===== src/rtl/deser_pkg.sv =====
`timescale 1ns/1ps
package deser_pkg;
    localparam int WORD_W = 8;
    localparam int CNT_W  = $clog2(WORD_W + 1);
    localparam int IDX_W  = $clog2(WORD_W);
    localparam logic [CNT_W-1:0] CNT_IDLE = {CNT_W{1'b1}};

    typedef enum logic [1:0] {
        RATIO_8 = 2'b00,
        RATIO_7 = 2'b01,
        RATIO_4 = 2'b10,
        RATIO_1 = 2'b11
    } ratio_e;

    // Bits per word for a ratio code.
    function automatic logic [CNT_W-1:0] ratio_len(input ratio_e r);
        logic [CNT_W-1:0] n;
        case (r)
            RATIO_8: n = CNT_W'(WORD_W);
            RATIO_7: n = CNT_W'(WORD_W - 1);
            RATIO_4: n = CNT_W'(WORD_W / 2);
            default: n = CNT_W'(1);
        endcase
        return n;
    endfunction

    // Mask with the low n bits set.
    function automatic logic [WORD_W-1:0] len_mask(input logic [CNT_W-1:0] n);
        logic [WORD_W-1:0] m;
        for (int i = 0; i < WORD_W; i++) begin
            m[i] = (CNT_W'(i) < n);
        end
        return m;
    endfunction
endpackage


===== src/rtl/deser_frame_ctl.sv =====
`timescale 1ns/1ps
module deser_frame_ctl
    import deser_pkg::*;
(
    input  logic              clk,
    input  logic              rst,
    input  logic              frame_en,
    input  logic [1:0]        ratio_sel,
    output logic              cap_en,
    output logic [IDX_W-1:0]  cap_idx,
    output logic              xfer,
    output logic              valid,
    output logic [WORD_W-1:0] keep_mask
);
    typedef struct packed {
        logic [CNT_W-1:0]  cnt;
        ratio_e            act;
        logic              skip;
        logic              valid;
        logic [WORD_W-1:0] mask;
    } ctl_state_t;

    ctl_state_t st_d, st_q;
    logic [CNT_W-1:0] len_q;
    logic xfer_c;

    always_comb begin
        st_d   = st_q;
        len_q  = ratio_len(st_q.act);
        xfer_c = 1'b0;
        if (frame_en) begin
            xfer_c     = (st_q.cnt == len_q) && !st_q.skip;
            st_d.valid = xfer_c;
            if (xfer_c) begin
                st_d.mask = len_mask(len_q);
            end
            st_d.skip = (ratio_e'(ratio_sel) != st_q.act);
            st_d.act  = ratio_e'(ratio_sel);
            st_d.cnt  = CNT_W'(1);
        end else begin
            st_d.valid = 1'b0;
            if (st_q.cnt < len_q) begin
                st_d.cnt = st_q.cnt + CNT_W'(1);
            end
        end
    end

    always_ff @(posedge clk) begin
        if (rst) begin
            st_q.cnt   <= CNT_IDLE;
            st_q.act   <= RATIO_8;
            st_q.skip  <= 1'b0;
            st_q.valid <= 1'b0;
            st_q.mask  <= '0;
        end else begin
            st_q <= st_d;
        end
    end

    assign cap_en    = frame_en || (st_q.cnt < len_q);
    assign cap_idx   = frame_en ? '0 : st_q.cnt[IDX_W-1:0];
    assign xfer      = xfer_c;
    assign valid     = st_q.valid;
    assign keep_mask = st_q.mask;

    // a strobe only ever follows a frame pulse
    a_r4_valid_after_pulse: assert property (@(posedge clk) disable iff (rst)
        valid |-> $past(frame_en));

    // the active ratio moves only on a frame pulse
    a_r6_ratio_held: assert property (@(posedge clk) disable iff (rst)
        !frame_en |=> $stable(st_q.act));

    // the word after a ratio change is never delivered
    a_r6_skip_drops: assert property (@(posedge clk) disable iff (rst)
        (frame_en && st_q.skip) |=> !valid);

    // the bit counter stays inside the frame or idles
    a_r5_cnt_in_range: assert property (@(posedge clk) disable iff (rst)
        (st_q.cnt <= len_q) || (st_q.cnt == CNT_IDLE));
endmodule


===== src/rtl/deser_lane.sv =====
`timescale 1ns/1ps
module deser_lane
    import deser_pkg::*;
(
    input  logic              clk,
    input  logic              rst,
    input  logic              frame_en,
    input  logic              cap_en,
    input  logic [IDX_W-1:0]  cap_idx,
    input  logic              xfer,
    input  logic [WORD_W-1:0] keep_mask,
    input  logic              bypass,
    input  logic              ser_in,
    output logic [WORD_W-1:0] word_o,
    output logic              byp_o
);
    typedef struct packed {
        logic [WORD_W-1:0] asm_w;
        logic [WORD_W-1:0] hold;
        logic              byp;
    } lane_state_t;

    lane_state_t st_d, st_q;

    always_comb begin
        st_d = st_q;
        if (frame_en) begin
            st_d.asm_w = '0;
        end
        if (cap_en) begin
            st_d.asm_w[cap_idx] = ser_in;
        end
        if (xfer) begin
            st_d.hold = bypass ? '0 : st_q.asm_w;
        end
        st_d.byp = bypass & ser_in;
    end

    always_ff @(posedge clk) begin
        if (rst) begin
            st_q <= '0;
        end else begin
            st_q <= st_d;
        end
    end

    assign word_o = st_q.hold;
    assign byp_o  = st_q.byp;

    // held word changes only on a transfer
    a_r4_hold_stable: assert property (@(posedge clk) disable iff (rst)
        !xfer |=> $stable(st_q.hold));

    // bits above the delivered ratio read zero
    a_r2_upper_zero: assert property (@(posedge clk) disable iff (rst)
        (st_q.hold & ~keep_mask) == '0);

    // a pass-through lane delivers a zero word
    a_r7_bypass_zero: assert property (@(posedge clk) disable iff (rst)
        (bypass && xfer) |=> (st_q.hold == '0));

    // reset clears the lane outputs
    a_r8_reset_clears: assert property (@(posedge clk)
        rst |=> (st_q.hold == '0) && !st_q.byp);
endmodule


===== src/rtl/mlane_deser.sv =====
`timescale 1ns/1ps
module mlane_deser
    import deser_pkg::*;
#(
    parameter int LANES = 16
) (
    input  logic                     clk,
    input  logic                     rst,
    input  logic                     frame_en,
    input  logic [1:0]               ratio_sel,
    input  logic [LANES-1:0]         bypass,
    input  logic [LANES-1:0]         ser_in,
    output logic [LANES*WORD_W-1:0]  par_out,
    output logic                     word_valid,
    output logic [LANES-1:0]         byp_out
);
    logic              cap_en;
    logic [IDX_W-1:0]  cap_idx;
    logic              xfer;
    logic              valid;
    logic [WORD_W-1:0] keep_mask;

    deser_frame_ctl u_ctl (
        .clk       (clk),
        .rst       (rst),
        .frame_en  (frame_en),
        .ratio_sel (ratio_sel),
        .cap_en    (cap_en),
        .cap_idx   (cap_idx),
        .xfer      (xfer),
        .valid     (valid),
        .keep_mask (keep_mask)
    );

    // one independent converter per lane
    for (genvar l = 0; l < LANES; l++) begin : g_lane
        deser_lane u_lane (
            .clk       (clk),
            .rst       (rst),
            .frame_en  (frame_en),
            .cap_en    (cap_en),
            .cap_idx   (cap_idx),
            .xfer      (xfer),
            .keep_mask (keep_mask),
            .bypass    (bypass[l]),
            .ser_in    (ser_in[l]),
            .word_o    (par_out[l*WORD_W +: WORD_W]),
            .byp_o     (byp_out[l])
        );
    end

    assign word_valid = valid;

    // no strobe in the cycle after reset
    a_r8_no_valid_after_reset: assert property (@(posedge clk)
        rst |=> !word_valid);
endmodule


===== config.mk =====
export PLATFORM = sky130hd
export DESIGN_NAME = mlane_deser
export DESIGN_NICKNAME = d
export VERILOG_FILES = /design/src/rtl/deser_pkg.sv /design/src/rtl/deser_frame_ctl.sv /design/src/rtl/deser_lane.sv /design/src/rtl/mlane_deser.sv
export SDC_FILE = /design/constraint.sdc
export NUM_CORES = 1
export LEC_CHECK = 0
export CAP_MARGIN = 5
export CORE_MARGIN = 2
export CORE_UTILIZATION = 59
export CTS_BUF_LIST = sky130_fd_sc_hd__clkbuf_8
export DETAILED_ROUTE_END_ITERATION = 10
export PLACE_DENSITY = 0.95
export SETUP_SLACK_MARGIN = 0.5
export SLEW_MARGIN = 0
export SYNTH_ARGS = -nofsm -noshare
export SYNTH_HDL_FRONTEND = slang
export SYNTH_SLANG_ARGS = --single-unit

===== constraint.sdc =====
create_clock -name clk -period 6.86 [get_ports clk]
set_clock_uncertainty 0.1 [all_clocks]
set_input_delay 1.372 -clock clk [delete_from_list [all_inputs] [get_ports clk]]
set_output_delay 1.372 -clock clk [all_outputs]
set_load 0.05 [all_outputs]

# Word level (Yosys, flattened, before mapping)

Index checks and enable logic that the tools add are counted.

Register bits: 280
Word-level logic and storage cells: 155
Input bits: 37
Output and inout port bits: 145

Add/subtract/negate cells: 1
$lt $le $gt $ge: 3
Bitwise operators: 16
Muxes and demuxes: 71
Equality and inequality tests: 4
Reductions and logical operators: 7

Operators by type and width:

| operator                                            | number |
|---|---|
| 2-to-1 mux 8 bit                                    | 48 |
| bitwise mux 8 bit                                   | 16 |
| AND 1 bit                                           | 16 |
| case mux 4 bit (3 select lines)                     | 1 |
| 2-to-1 mux 4 bit                                    | 2 |
| adder 4 x 1 -> 4 bit, second input constant         | 1 |
| equality test 4 bit                                 | 1 |
| < comparator 3 x 4 -> 1 bit, second input constant  | 1 |
| < comparator 4 bit                                  | 1 |
| demux 1 bit (select 3 bit)                          | 1 |
| >= comparator 3 x 1 -> 1 bit, second input constant | 1 |
| 2-to-1 mux 3 bit                                    | 1 |
| equality test 2 x 1 -> 1 bit, second input constant | 1 |
| equality test 2 bit, second input constant          | 1 |
| logical AND 1 bit                                   | 2 |
| logical NOT 2 bit                                   | 1 |
| 2-to-1 mux 1 bit                                    | 2 |
| inequality test 2 bit                               | 1 |
| nonzero test 2 bit                                  | 1 |
| OR reduction 2 bit                                  | 1 |
| logical NOT 1 bit                                   | 1 |
| logical OR 1 bit                                    | 1 |

# Longest topological paths before layout

Depth in word-level cells: 7
Depth in mapped cells: 11
Mapped depth without buffers: 8

# Hierarchy

A second synthesis with hierarchy kept.

Cell total of the unflattened synthesis: 1350
Area, all modules: 13803.2 um2

Modules (own cells, without submodules):

| module          | sequential area each (um2) | cells each | area each (um2) | times used |
|---|---|---|---|---|
| deser_lane      | 340.3                      | 79         | 814.5           | 16 |
| deser_frame_ctl | 240.2                      | 86         | 770.7           | 1 |

# Least setup slack after synthesis

Ideal clock, no wire load.

Path kind: input to register
Start: in frame_en
End: reg g_lane[0].u_lane.st_q[14] (netlist bit)
Required time: 6688 ps
Setup time: 72 ps
Cell stages on the path: 7
Arrival: 2857 ps
Path slack: 3831 ps
Buffers on the path: 3
Cell sequence: clkbuf_1 > nand2b_1 > or4_1 > buf_2 > or3_1 > buf_2 > a2bb2oi_1

Word-level cells in the longest chain between the ends: 7
Elaborated cells on any way between the ends: 10
Those cells by class: 2 x order compare; 6 x mux; 2 x reduce/logical

RTL lines:

| what                                                                                              | line                  | text |
|---|---|---|
| start: declaration                                                                                | mlane_deser.sv:9      | `input logic frame_en,` |
| 2-to-1 mux 3 bit                                                                                  | deser_frame_ctl.sv:61 | `assign cap_idx = frame_en ? '0 : st_q.cnt[IDX_W-1:0];` |
| < comparator 3 x 4 -> 1 bit (not written as such) or >= comparator 3 x 1 -> 1 bit (tied branches) | deser_lane.sv:31      | `st_d.asm_w[cap_idx] = ser_in;` |
| logical AND 1 bit (not written as such)                                                           | deser_lane.sv:31      |  |
| 2-to-1 mux 1 bit (not written as such)                                                            | deser_lane.sv:31      |  |
| demux 1 bit (select 3 bit)                                                                        | n/a                   |  |
| bitwise mux 8 bit                                                                                 | deser_lane.sv:31      |  |
| 2-to-1 mux 8 bit *                                                                                | deser_lane.sv:30      | `if (cap_en) begin` |
| end signal: assignment                                                                            | deser_lane.sv:43      | `st_q <= st_d;` |
| end: declaration                                                                                  | deser_lane.sv:23      | `lane_state_t st_d, st_q;` |

Every way passes the cells marked *; elsewhere a longest branch is shown, timed or not.
A chain may end at the register's enable or synchronous reset.

# Final worst setup path

Start: in frame_en
End: reg g_lane[14].u_lane.st_q[12] (netlist bit)

Word-level cells in the longest chain between the ends: 7
Elaborated cells on any way between the ends: 10
Those cells by class: 2 x order compare; 6 x mux; 2 x reduce/logical

RTL lines:

| what                                                                                              | line |
|---|---|
| 2-to-1 mux 3 bit                                                                                  | deser_frame_ctl.sv:61 |
| < comparator 3 x 4 -> 1 bit (not written as such) or >= comparator 3 x 1 -> 1 bit (tied branches) | deser_lane.sv:31 |
| logical AND 1 bit (not written as such)                                                           | deser_lane.sv:31 |
| 2-to-1 mux 1 bit (not written as such)                                                            | deser_lane.sv:31 |
| demux 1 bit (select 3 bit)                                                                        | n/a |
| bitwise mux 8 bit                                                                                 | deser_lane.sv:31 |
| 2-to-1 mux 8 bit *                                                                                | deser_lane.sv:30 |
| end signal: assignment                                                                            | deser_lane.sv:43 |
| end: declaration                                                                                  | deser_lane.sv:23 |

Marked as above.

==> results.cfg <==
[cts]
post_cts_buffers = 0
cts_htree_levels = 2
numCtsBuffers = 43
cts-resized-gates = 0
worstSkewPairLatency_ns = 0.54
clk_pin_slew_worst_paths_ns = 0.06
cts_buffer_depth = 3
hold_bufs_at_cts = 0
cts_tree = built
clkSinkCount = 280
cts-root-buf = clkbuf_8

[timing]
post-route-min-period_ns = 3.823
worstMarginPinSlew_ns = 1.307
post-route-period-util_pct = 55.72
slew_headroom_pct = 12.22
rsz_0062_raised_after_global_routing = no
max_freq_mhz = 261.6
final-hold-violation-count = 0
timing.final.ws_setup_ns = 3.037
holdWs_ns = 0.3493
setup_total_negative_slack_ns = 0
setup_viol_count_final = 0
maxSlewViolCount = 0

[power_and_ir_drop]
sw_frac_of_total_pct = 27.47
static-leakage-power_nw = 4.648
comb_power_share_pct = 10.5
switching_power_w = 0.0009269
ir_drop_v = 0.0001752
power.sequential.fraction_pct = 50.1
power_frac_clock_pct = 39.4
cellPowerDensity_nw_per_um2 = 269.4
internal_power_w = 0.002447

[detailed_routing]
ant_nets_after_route = 0
num_vias = 8546
drt_pre_antenna_iters = 5
drcViolationCount = 0
drt-wirelength-per-cell_um = 21.32
detail_route.vias_per_cell = 6.270
detail_route.wirelength_um = 29060
drc_marker_count_from_the_first_detailed_route_iteration = 1026

[critical_path]
endpoint_kind = flip-flop
worstPathMaxFanout = 18
delay_of_the_slowest_critical_path_stage_ns = 0.91
critical_path.cell_chain = clkdlybuf4s50_1 -> nor2b_1 -> nand4_1 -> o211ai_1 -> a21oi_1
crit_path_start_kind = input port
setup.worst_path.class = in2reg
worst_ep_arrival_time_ns = 4.10
cp_slowest_cell = nand4_1
critical_path_required_ns = 7.14
reg2reg_slack_ns = 3.44

[cells_and_area]
layout-drive-gt1-share_pct = 7.055
antenna-diode-count = 0
mostFrequentLayoutCell = dfxtp_1
finish.net_count = 1149
area.growth.synth_to_final_pct = 14.26
filler_instances = 1259
layout_common_cells = 280 x dfxtp_1, 180 x clkdlybuf4s50_1, 140 x a22o_1, 82 x nand3_1, 81 x a21oi_1

[synthesis]
asyncSetResetFlopFracSynth_pct = 0
netlist_area_pre_place_um2 = 10960
yosysSeqAreaShare_pct = 51.14
number_of_enable_flip_flop_cells_after_synthesis = 0
synth-main-ff-cell = dfxtp_1
synth_cell_type_count = 43
yosys_warnings = 0
syn_area_per_cell_um2 = 9.857
ys_ff_latch = 280
syn_nets = 1156
synthCells = 1112

[die]
floorplan.die.height_um = 140.3
count_of_pins_on_the_block_boundary = 182
chipWidth_um = 140.3
coreArea_um2 = 18090
start_util_pct = 60.60
row_count = 49
fp.dieArea_um2 = 19680

[global_routing]
grt_first_pass_wirelength_um = 44730
grt-ovfl-total = 0
number_of_global_route_vias_before_repair = 8249
grt_start_max_net_pins = 86
antenna_found_initial = 0
gr-usage-all-layers_pct = 28.36

[min_path]
timing.hold.worst.class = reg2reg

[placed_design]
globalplace.congestion = 0.8034
post_place_setup_slack_ns = 2.587
dp.final_hpwl_um = 17580
port_buffers = 181

[flow_run]
max_cap_viol_count = 0

[outcome]
run_status = finished clean
power by group through the flow:
stage	Clock (W)	Sequential (W)	Combinational, W
2_1_floorplan	0	0.00171	0.000251
3_5_place_dp	0	0.00172	0.000343
5_1_grt	0.00142	0.00169	0.000375
3_3_place_gp	0	0.00172	0.000332
6_report	0.00133	0.00169	0.000354
4_1_cts	0.00134	0.00169	0.000346
through the flow:
step                total power [W]  std cells  util (%)  cell area (µm²)
CTS                        0.003373       1363     69.24            12520
floorplan                  0.001960       1112         -            10960
global route               0.003486       1363     69.24            12520
detailed placement         0.002066       1289     64.70            11700
finish                     0.003374       1363     69.24            12520
global placement           0.002053       1289     64.70            11700
cell families after synthesis:
family	count (synthesis)	synth area share, %
AOI/OAI and AO/OA	333	22.50
xor gates and xnor gates	2	0.1598
adders and majority gates	7	0.7991
buffers and inverters	266	14.30
DFF	280	51.14
muxes	18	1.644
and+or+nand+nor	206	9.452
per-layer routing:
layer	track usage [%]	part of all wire, %	up-vias
li1	-	-	3842
met1	36.09	38	4080
met2	46.18	48	518
met3	6.393	9.9	106
met4	13.08	3.8	0
met5	0	0	-
layout make-up:
cell class | count | area [µm²] | area share, %
repair buffers | 188 | 1862 | 14.87
clock buffers | 53 | 729.5 | 5.825
well taps | 229 | 286.5 | 2.288
inverters | 26 | 97.59 | 0.7793
clock inverters | 21 | 91.34 | 0.7293
flip-flops and latches | 280 | 5605 | 44.76
multi-input cells | 566 | 3851 | 30.75
sequential cells by signal, indices dropped and copies added (netlist names):
name / cells
g_lane.u_lane.byp_o: 16
g_lane.u_lane.st_q: 128
g_lane.u_lane.word_o: 128
u_ctl.st_q: 7
u_ctl.valid: 1
Yosys cell counts, types with 2 or more instances:
master | instances | share of area [%]
nor2b_1 | 3 | 0.17
nand2_1 | 39 | 1.3
nand2b_1 | 19 | 1.1
nor2_1 | 39 | 1.3
dfxtp_1 | 280 | 51
nand4_1 | 2 | 0.11
buf_6 | 2 | 0.21
a21oi_1 | 81 | 3.7
a2bb2oi_1 | 20 | 1.6
ha_1 | 7 | 0.80
o21ai_0 | 15 | 0.68
o211ai_1 | 65 | 4.5
clkbuf_1 | 79 | 2.7
buf_4 | 145 | 9.9
buf_1 | 6 | 0.21
a31oi_1 | 3 | 0.17
xnor2_1 | 2 | 0.16
nand3_1 | 82 | 3.7
mux2i_1 | 18 | 1.6
buf_2 | 8 | 0.37
or3_1 | 3 | 0.17
or4_1 | 3 | 0.21
a22o_1 | 140 | 11
nor4_1 | 3 | 0.17
nor4_2 | 4 | 0.46
or2_2 | 2 | 0.11
inv_1 | 26 | 0.89
worst max-delay path: cells and delay by family:
kind	cells	cell delay, ns
and+or+nand+nor	2	1.21
buffers and inverters	1	0.84
AOI/OAI and AO/OA	2	0.66
worst paths after layout:
path | from | end | cells after the start
hold reg to reg | g_lane[10].u_lane.st_q[14] | g_lane[10].u_lane.st_q[14] | 2
setup / recovery | frame_en | g_lane[14].u_lane.st_q[12] | 5
hold / removal | g_lane[10].u_lane.st_q[14] | g_lane[10].u_lane.st_q[14] | 2
setup reg to reg | u_ctl.st_q[10] | g_lane[14].u_lane.st_q[12] | 8
(Power assumes the default switching activity.)
